[src/rtl/seg_priv_pkg.sv]
package seg_priv_pkg;

   typedef enum logic [1:0] {
      TGT_DATA  = 2'd0,
      TGT_STACK = 2'd1,
      TGT_CODE  = 2'd2,
      TGT_RSVD  = 2'd3
   } tgt_e;

   typedef struct packed {
      logic present;
      logic is_code;
      logic readable;
      logic writable;
      logic conforming;
   } dsc_attr_t;

   typedef struct packed {
      logic dpl_ge_eff;   // descriptor no more privileged than max(cpl,rpl)
      logic all_eq;       // cpl == rpl == dpl
      logic dpl_eq_cpl;
      logic rpl_le_cpl;
      logic dpl_le_cpl;
   } lvl_flags_t;

endpackage

[src/rtl/seg_level_cmp.sv]
module seg_level_cmp
   import seg_priv_pkg::*;
#(
   parameter int PL_W        = 2,
   parameter bit MAX_BY_MUX  = 1'b1
) (
   input  logic [PL_W-1:0] cpl,
   input  logic [PL_W-1:0] rpl,
   input  logic [PL_W-1:0] dpl,
   output lvl_flags_t      flags
);

   if (PL_W < 1) begin : g_bad_w
      $error("seg_level_cmp: PL_W must be at least 1");
   end

   logic ge_eff;

   if (MAX_BY_MUX) begin : g_max_mux
      logic [PL_W-1:0] eff_pl;
      always_comb eff_pl = (cpl > rpl) ? cpl : rpl;
      always_comb ge_eff = (dpl >= eff_pl);
   end else begin : g_max_pair
      always_comb ge_eff = (dpl >= cpl) && (dpl >= rpl);
   end

   always_comb begin
      flags.dpl_ge_eff = ge_eff;
      flags.all_eq     = (cpl == rpl) && (rpl == dpl);
      flags.dpl_eq_cpl = (dpl == cpl);
      flags.rpl_le_cpl = (rpl <= cpl);
      flags.dpl_le_cpl = (dpl <= cpl);
   end

endmodule

[src/rtl/seg_rule_eval.sv]
module seg_rule_eval
   import seg_priv_pkg::*;
#(
   parameter int VEC_W  = 8,
   parameter int GP_VEC = 13,
   parameter int NP_VEC = 11,
   parameter int SS_VEC = 12
) (
   input  logic             prot_en,
   input  tgt_e             tgt,
   input  dsc_attr_t        attr,
   input  lvl_flags_t       lvl,
   output logic             ok,
   output logic [VEC_W-1:0] vec
);

   localparam logic [VEC_W-1:0] GP_C = VEC_W'(GP_VEC);
   localparam logic [VEC_W-1:0] NP_C = VEC_W'(NP_VEC);
   localparam logic [VEC_W-1:0] SS_C = VEC_W'(SS_VEC);

   if (GP_VEC >= (1 << VEC_W) || NP_VEC >= (1 << VEC_W) || SS_VEC >= (1 << VEC_W)) begin : g_bad_vec
      $error("seg_rule_eval: fault vector does not fit in VEC_W");
   end
   if (GP_VEC == 0 || NP_VEC == 0 || SS_VEC == 0) begin : g_zero_vec
      $error("seg_rule_eval: fault vectors must be nonzero");
   end

   always_comb begin
      ok  = 1'b0;
      vec = GP_C;
      if (!prot_en) begin
         ok  = 1'b1;
      end else if (tgt == TGT_RSVD) begin
         vec = GP_C;
      end else if (!attr.present) begin
         vec = (tgt == TGT_STACK) ? SS_C : NP_C;
      end else begin
         case (tgt)
            TGT_DATA: begin
               if (attr.is_code && !attr.readable)
                  ok = 1'b0;
               else if (attr.is_code && attr.conforming)
                  ok = 1'b1;
               else
                  ok = lvl.dpl_ge_eff;
            end
            TGT_STACK: begin
               ok = !attr.is_code && attr.writable && lvl.all_eq;
            end
            TGT_CODE: begin
               if (!attr.is_code)
                  ok = 1'b0;
               else if (attr.conforming)
                  ok = lvl.dpl_le_cpl;
               else
                  ok = lvl.dpl_eq_cpl && lvl.rpl_le_cpl;
            end
            default: ok = 1'b0;
         endcase
      end
      if (ok) vec = '0;
   end

endmodule

[src/rtl/seg_priv_check.sv]
module seg_priv_check
   import seg_priv_pkg::*;
#(
   parameter int PL_W       = 2,
   parameter int VEC_W      = 8,
   parameter int GP_VEC     = 13,
   parameter int NP_VEC     = 11,
   parameter int SS_VEC     = 12,
   parameter bit MAX_BY_MUX = 1'b1
) (
   input  logic             clk,
   input  logic             rst_n,
   input  logic             req_valid,
   input  logic             prot_en,
   input  logic [PL_W-1:0]  cur_pl,
   input  logic [PL_W-1:0]  req_pl,
   input  logic [1:0]       tgt_sel,
   input  logic             dsc_present,
   input  logic             dsc_is_code,
   input  logic             dsc_readable,
   input  logic             dsc_writable,
   input  logic             dsc_conforming,
   input  logic [PL_W-1:0]  dsc_pl,
   output logic             rsp_valid,
   output logic             grant,
   output logic             fault,
   output logic [VEC_W-1:0] fault_vec,
   output logic [PL_W-1:0]  new_pl
);

   localparam logic [VEC_W-1:0] GP_C = VEC_W'(GP_VEC);
   localparam logic [VEC_W-1:0] NP_C = VEC_W'(NP_VEC);
   localparam logic [VEC_W-1:0] SS_C = VEC_W'(SS_VEC);

   dsc_attr_t        attr;
   lvl_flags_t       lvl;
   logic             dec_ok;
   logic [VEC_W-1:0] dec_vec;

   always_comb begin
      attr.present    = dsc_present;
      attr.is_code    = dsc_is_code;
      attr.readable   = dsc_readable;
      attr.writable   = dsc_writable;
      attr.conforming = dsc_conforming;
   end

   seg_level_cmp #(
      .PL_W       (PL_W),
      .MAX_BY_MUX (MAX_BY_MUX)
   ) u_cmp (
      .cpl   (cur_pl),
      .rpl   (req_pl),
      .dpl   (dsc_pl),
      .flags (lvl)
   );

   seg_rule_eval #(
      .VEC_W  (VEC_W),
      .GP_VEC (GP_VEC),
      .NP_VEC (NP_VEC),
      .SS_VEC (SS_VEC)
   ) u_eval (
      .prot_en (prot_en),
      .tgt     (tgt_e'(tgt_sel)),
      .attr    (attr),
      .lvl     (lvl),
      .ok      (dec_ok),
      .vec     (dec_vec)
   );

   // Result register: one cycle after the strobe
   always_ff @(posedge clk) begin
      if (!rst_n) begin
         rsp_valid <= 1'b0;
         grant     <= 1'b0;
         fault     <= 1'b0;
         fault_vec <= '0;
         new_pl    <= '0;
      end else begin
         rsp_valid <= req_valid;
         grant     <= req_valid && dec_ok;
         fault     <= req_valid && !dec_ok;
         fault_vec <= (req_valid && !dec_ok) ? dec_vec : '0;
         if (req_valid) new_pl <= cur_pl;
      end
   end

   // grant and fault exclusive
   a_r9_exclusive: assert property (@(posedge clk) disable iff (!rst_n)
      !(grant && fault));

   // vector only alongside fault
   a_r9_vec_idle: assert property (@(posedge clk) disable iff (!rst_n)
      !fault |-> (fault_vec == '0));

   // no strobe, no response
   a_r9_no_req: assert property (@(posedge clk) disable iff (!rst_n)
      !req_valid |=> (!rsp_valid && !grant && !fault));

   // real mode grants everything
   a_r1_real_grant: assert property (@(posedge clk) disable iff (!rst_n)
      (req_valid && !prot_en) |=> (grant && new_pl == $past(cur_pl)));

   // unequal stack levels fault
   a_r3_stack_eq: assert property (@(posedge clk) disable iff (!rst_n)
      (req_valid && prot_en && tgt_sel == 2'd1 && dsc_present && (cur_pl != dsc_pl))
      |=> (fault && fault_vec == GP_C));

   // conforming code keeps caller level
   a_r6_conf_keep: assert property (@(posedge clk) disable iff (!rst_n)
      (req_valid && prot_en && tgt_sel == 2'd2 && dsc_present && dsc_is_code &&
       dsc_conforming && (dsc_pl <= cur_pl))
      |=> (grant && new_pl == $past(cur_pl)));

   // missing stack descriptor raises the stack vector
   a_r7_stack_np: assert property (@(posedge clk) disable iff (!rst_n)
      (req_valid && prot_en && tgt_sel == 2'd1 && !dsc_present)
      |=> (fault && fault_vec == SS_C));

   // missing data or code descriptor raises the not-present vector
   a_r7_other_np: assert property (@(posedge clk) disable iff (!rst_n)
      (req_valid && prot_en && (tgt_sel == 2'd0 || tgt_sel == 2'd2) && !dsc_present)
      |=> (fault && fault_vec == NP_C));

endmodule

[config.mk]
export PLATFORM = sky130hd
export DESIGN_NAME = seg_priv_check
export DESIGN_NICKNAME = d
export VERILOG_FILES = /design/src/rtl/seg_priv_pkg.sv /design/src/rtl/seg_level_cmp.sv /design/src/rtl/seg_rule_eval.sv /design/src/rtl/seg_priv_check.sv
export SDC_FILE = /design/constraint.sdc
export NUM_CORES = 1
export LEC_CHECK = 0
export ABC_AREA = 1
export BUFFER_PORTS_ARGS = -buffer_cell sky130_fd_sc_hd__buf_4
export CELL_PAD_IN_SITES_DETAIL_PLACEMENT = 0
export CELL_PAD_IN_SITES_GLOBAL_PLACEMENT = 2
export CORE_ASPECT_RATIO = 1.1
export CORE_MARGIN = 10
export CORE_UTILIZATION = 24
export DETAILED_ROUTE_END_ITERATION = 12
export PLACE_DENSITY = 0.91
export SKIP_LAST_GASP = 1
export SLEW_MARGIN = 20
export SYNTH_ARGS = -nofsm -noshare
export SYNTH_HDL_FRONTEND = slang
export SYNTH_SLANG_ARGS = --single-unit
export TNS_END_PERCENT = 1
[constraint.sdc]
create_clock -name clk -period 3.4 [get_ports clk]
set_input_delay 0.34 -clock clk [delete_from_list [all_inputs] [get_ports clk]]
set_output_delay 0.34 -clock clk [all_outputs]
set_load 0.05 [all_outputs]
==> flow_summary.toml, run 1 <==
[timing]
period_needed_ps = 1898
hold_viol = 0
max_freq_ghz = 0.5268
hold-worst-slack_ps = 278.6
setup_viol = 0
tns_ps = 0
rsz0062_at_grt = "no"
period_share_pct = 55.83
setup_slack_ps = 1502
slew_violations = 0
skew_ps = 0

[synthesis]
synth_adder_area_share_pct = 14.37
syn_avg_cell_area_um2 = 7.085
synth_seq_area_share_pct = 29.57
synth-simple-area-share_pct = 28.75
ys_ff_latch = 9
synth_area_um2 = 609.3
synth_xor_area_share_pct = 0
ys_types = 18
yosysWarnings = 0
synth_top_family_by_area = "simple AND/OR/NAND/NOR gates"
synth.area.mux_share_pct = 0
synthCells = 86
synth_compound_area_share_pct = 10.68

[critical_path]
cp-startpoint = "cur_pl[1]"
start_kind = "input pin"
cp_max_fo = 5
criticalPathCategory = "in2reg"
timing.rr.end = "new_pl[0]"
crit_end = "fault_vec[1]"
endpoint_kind = "register"
worstPathArrival_ps = 2090
r2r_cells = 2
reg2reg_slack_ps = 2740
cp.required_ps = 3590
r2r_start = "new_pl[0]"

[floorplanning]
die_area_um2 = 4956
initial_utilization_pct = 24.65
ioPinCount = 30
rows = 19
die_height_um = 72.85
die_x_um = 68.04
core_um2 = 2472

[clock_tree]
insertion_delay_ps = 260
numCtsBuffers = 3
cts_setup_buffers = 0
cts_tree = "yes"
htree_levels = 1
cts_resized = 0
clock_path_buffers = 2
path_clk_slew_ps = 60
cts_root_buf = "clkbuf_4"
clkSinkCount = 9
cts_hold_buf = 0

[finish]
layout_common_cells = "buf_4, inv_1, nand2_1, nor2_1, dfxtp_1"
filler_cell_count = 287
layout.nets = 139
multi_input_area_um2 = 342.8
insertedDiodeCount = 0
final_common_cell = "buf_4"
drive_gt1_share_pct = 34.21
area_growth_pct = 38.40
fin_cells = 145
final_util_pct = 34.11
seqCellArea_um2 = 180.2

[place]
place_inst = 141
dp_hpwl_mm = 1.316
place_ws_ps = 1231
gp_congestion = 0.7739
portBuffers = 25

[global_route]
grt_util_all_layers_pct = 6.356
grt_pass1_wl_mm = 2.484
antenna_found_initial = 0
grt_overflow = 0
grt_max_degree = 6
grt_pass1_vias = 584

[route]
firstDrtPassIters = 4
vias = 571
drt-initial-drc-count = 20
drt_wl_total_mm = 1.465
drcViolationCount = 0
wl_per_cell_um = 10.10
viasPerCell = 3.938
detail-route-antenna-nets = 0

[status]
run_status = "completed"

[job]
cap_violations = 0

[power_and_ir_drop]
p_leak_nw = 0.4830
p_per_area_nw_per_um2 = 338.8
vdd_drop_max_v = 0.0001256

[worst_hold_path]
min_path_type = "in2reg"
area by class of cell:
cell class                      count  share of cell area, %
Tap cell                           31                  4.599
Timing Repair Buffer               25                  22.26
Clock buffer                        4                  3.116
Inverter                           18                  8.012
Multi-Input combinational cell     58                  40.65
Sequential cell                     9                  21.37
worst min-delay path by stage:
stage / from / end / slack, ps / depth (start not counted)
floorplan: req_valid / new_pl[1] / 430 / 1
detailed placement: new_pl[1] / new_pl[1] / 520 / 2
global placement: new_pl[1] / new_pl[1] / 510 / 2
CTS: req_valid / new_pl[1] / 270 / 2
global route: req_valid / new_pl[1] / 270 / 2
finish: req_valid / new_pl[1] / 280 / 2
logic make-up (layout without fill, tap and decap cells):
logic type / after synthesis / count (layout)
adder cells (fa/ha/maj): 7 / 7
flip-flops: 9 / 9
AND/OR/NAND/NOR: 36 / 36
buffers and inverters: 22 / 47
AO/OA/AOI/OAI: 11 / 11
other: 1 / 4
synth_stat cells:
library cell	number	share of area (%)
nand2_1	17	10
o21ai_1	1	0.82
buf_4	4	4.9
ha_1	7	14
nand2_2	2	2.1
inv_1	17	10
conb_1	1	0.62
a21oi_1	4	3.3
nor3_1	1	0.82
nand3_4	1	2.9
nor2_1	10	6.2
o21bai_2	1	1.8
dfxtp_1	9	30
nor2_2	3	3.1
a21oi_2	1	1.4
o21ai_0	4	3.3
inv_2	1	0.62
nand3_2	2	3.3
power breakdown:
group / switching, mW / leakage (nW) / internal (mW)
registers: 0.00166 / 0.0740 / 0.110
logic: 0.0600 / 0.394 / 0.0340
clock network: 0.0345 / 0.0150 / 0.0450
total: 0.0962 / 0.483 / 0.190
metrics by stage:
step / instance area, um^2 / power [mW]
6_report: 843.3 / 0.2857
5_1_grt: 843.3 / 0.3082
4_1_cts: 843.3 / 0.2924
3_5_place_dp: 817.0 / 0.2093
3_3_place_gp: 817.0 / 0.2082
2_1_floorplan: 620.6 / 0.1788
flip-flops by register name (all words and copies together), names as in the netlist:
name / count
fault: 1
new_pl: 2
rsp_valid: 1
grant: 1
fault_vec: 4
worst max-delay path, stage by stage:
cell and delay, ps:
buf_4 100, inv_1 120, ha_1 290, o21bai_2 180
nand2_1 60, o21ai_0 70, ha_1 250, o21ai_0 170
nand2_1 90, nand2_2 70, nand3_2 70, nand2_2 90
nand3_4 90, nor2_2 90
per-layer routing:
layer  up-vias  GRT usage [%]  routed length (um)
li1        308              -                   -
met1       246          5.903                 526
met2        17          11.28                 790
met3         0          3.687                 148
met4         0          2.013                   0
met5         -              0                   0
(Power assumes the default switching activity.)
==> run 2, diff against run 1 <==
CORE_UTILIZATION = 22   (was 24)
PLACE_DENSITY = 0.86   (was 0.91)
clock period = 1.8 ns   (was 3.4 ns; I/O delays follow)
==> flow_summary.toml, run 2 (synthesis results as in run 1) <==
[timing]
setup_viol = 0
tns_ps = 0
max_freq_ghz = 0.6350
period_needed_ps = 1575
skew_ps = 0
period_share_pct = 87.49
rsz0062_at_grt = "no"
slew_violations = 0
hold_viol = 0

[finish]
regMostFlops = "fault_vec"
insertedDiodeCount = 0
area_growth_pct = 43.33
layout_common_cells = "buf_4, nand2_1, inv_1, nor2_1, dfxtp_1"
filler_cell_count = 290
largest_register_ffs = 4
reg_top3 = "fault_vec: 4 flops, new_pl: 2 flops"
layout.nets = 143
final_common_cell = "buf_4"
drive_gt1_share_pct = 37.29
fin_cells = 149
final_area_um2 = 873.3

[power_and_ir_drop]
p_seq_share_pct = 38.5
internal_power_mw = 0.3652
power_switching_mw = 0.1848
p_sw_share_pct = 33.59
comb_power_share_pct = 33.8
p_total_mw = 0.5500
clkPwrFrac_pct = 27.7
p_per_area_nw_per_um2 = 629.8
vdd_drop_max_v = 0.0004561
p_leak_nw = 0.5014

[critical_path]
cp.buffers_inverters = 2
cp-startpoint = "req_pl[1]"
worstPathArrival_ps = 1770
start_kind = "input pin"
path_cells = "buf_4 -> inv_1 -> ha_1 -> o21bai_2 -> nand2_1 -> o21ai_0 -> ha_1 -> o21ai_1 -> nand2_1 -> nand2_2 -> nand3_2 -> nand2_2 -> nand3_4 -> nor2_2"
cp_max_fo = 5
endpoint_kind = "register"
cp.required_ps = 2000
criticalPathCategory = "in2reg"
max_stage_delay_ps = 300
critical-path-top-delay-family = "adder cells"
r2r_start = "new_pl[0]"
crit_slowest_cell = "ha_1"

[global_route]
grt_pass1_vias = 567
antenna_found_initial = 0
grt_max_degree = 6
grt_util_all_layers_pct = 5.405
grt_pass1_wl_mm = 2.297
grt_overflow = 0

[clock_tree]
cts_resized = 0
htree_levels = 1
clkSinkCount = 9
insertion_delay_ps = 260
numCtsBuffers = 3
cts_setup_buffers = 0
cts_root_buf = "clkbuf_4"
clock_path_buffers = 2
cts_tree = "yes"
path_clk_slew_ps = 60
cts_hold_buf = 0

[route]
vias = 561
viasPerCell = 3.765
detail-route-antenna-nets = 0
drcViolationCount = 0
firstDrtPassIters = 4
drt-initial-drc-count = 38
drt_wl_total_mm = 1.446
wl_per_cell_um = 9.705

[floorplanning]
die_x_um = 70.18
core_um2 = 2567
die_height_um = 75.20
rows = 19
ioPinCount = 30
die_area_um2 = 5277
initial_utilization_pct = 23.73

[job]
cap_violations = 0

[place]
portBuffers = 25
place_inst = 145
dp_hpwl_mm = 1.332
gp_congestion = 0.7872
placed_area_um2 = 847.1

[status]
run_status = "completed"

[worst_hold_path]
min_path_type = "in2reg"
min-delay-start = "req_valid"
==> run 2: cell count changes in the layout (fill, tap and decap cells not counted), sizes merged <==
cell,change
buf,+4
==> run 2: metal layers <==
layer  share of wire, %  track usage, %
met1                 39           4.981
met3                6.5           1.971
met5                  0               0
met2                 52           10.17
met4                1.8           3.289
==> run 2: final timing paths <==
kind / slack (ps) / cells past startpoint / end
max reg2reg: 1180 / 2 / new_pl[0]
min: 120 / 2 / new_pl[1]
min reg2reg: 530 / 2 / new_pl[1]
max: 230 / 14 / fault_vec[2]
==> run 2: final cells by class <==
type	instances	area [um^2]	area share, %
clock buffer	4	26.28	3.009
multi-input combinational	58	342.8	39.26
sequential	9	180.2	20.63
tap	31	38.79	4.441
timing repair buffer	29	217.7	24.93
inverter	18	67.56	7.736
==> run 2: power by group through the flow <==
stage | registers (mW) | clock network, mW | logic [mW]
after floorplan | 0.249 | 0 | 0.0886
after global placement | 0.216 | 0 | 0.186
after detailed placement | 0.216 | 0 | 0.187
after CTS | 0.212 | 0.158 | 0.188
after global routing | 0.212 | 0.168 | 0.208
final | 0.212 | 0.153 | 0.186
==> run 2: through the flow <==
step                      hold slack, ps  util [%]  setup slack (ps)
after floorplan                    269.4         -             54.87
after global placement             391.1     32.99            -126.9
after detailed placement           391.8     32.99            -157.4
after CTS                          114.4     34.02             102.7
after global routing               123.8     34.02             11.80
final                              121.4     34.02             225.2
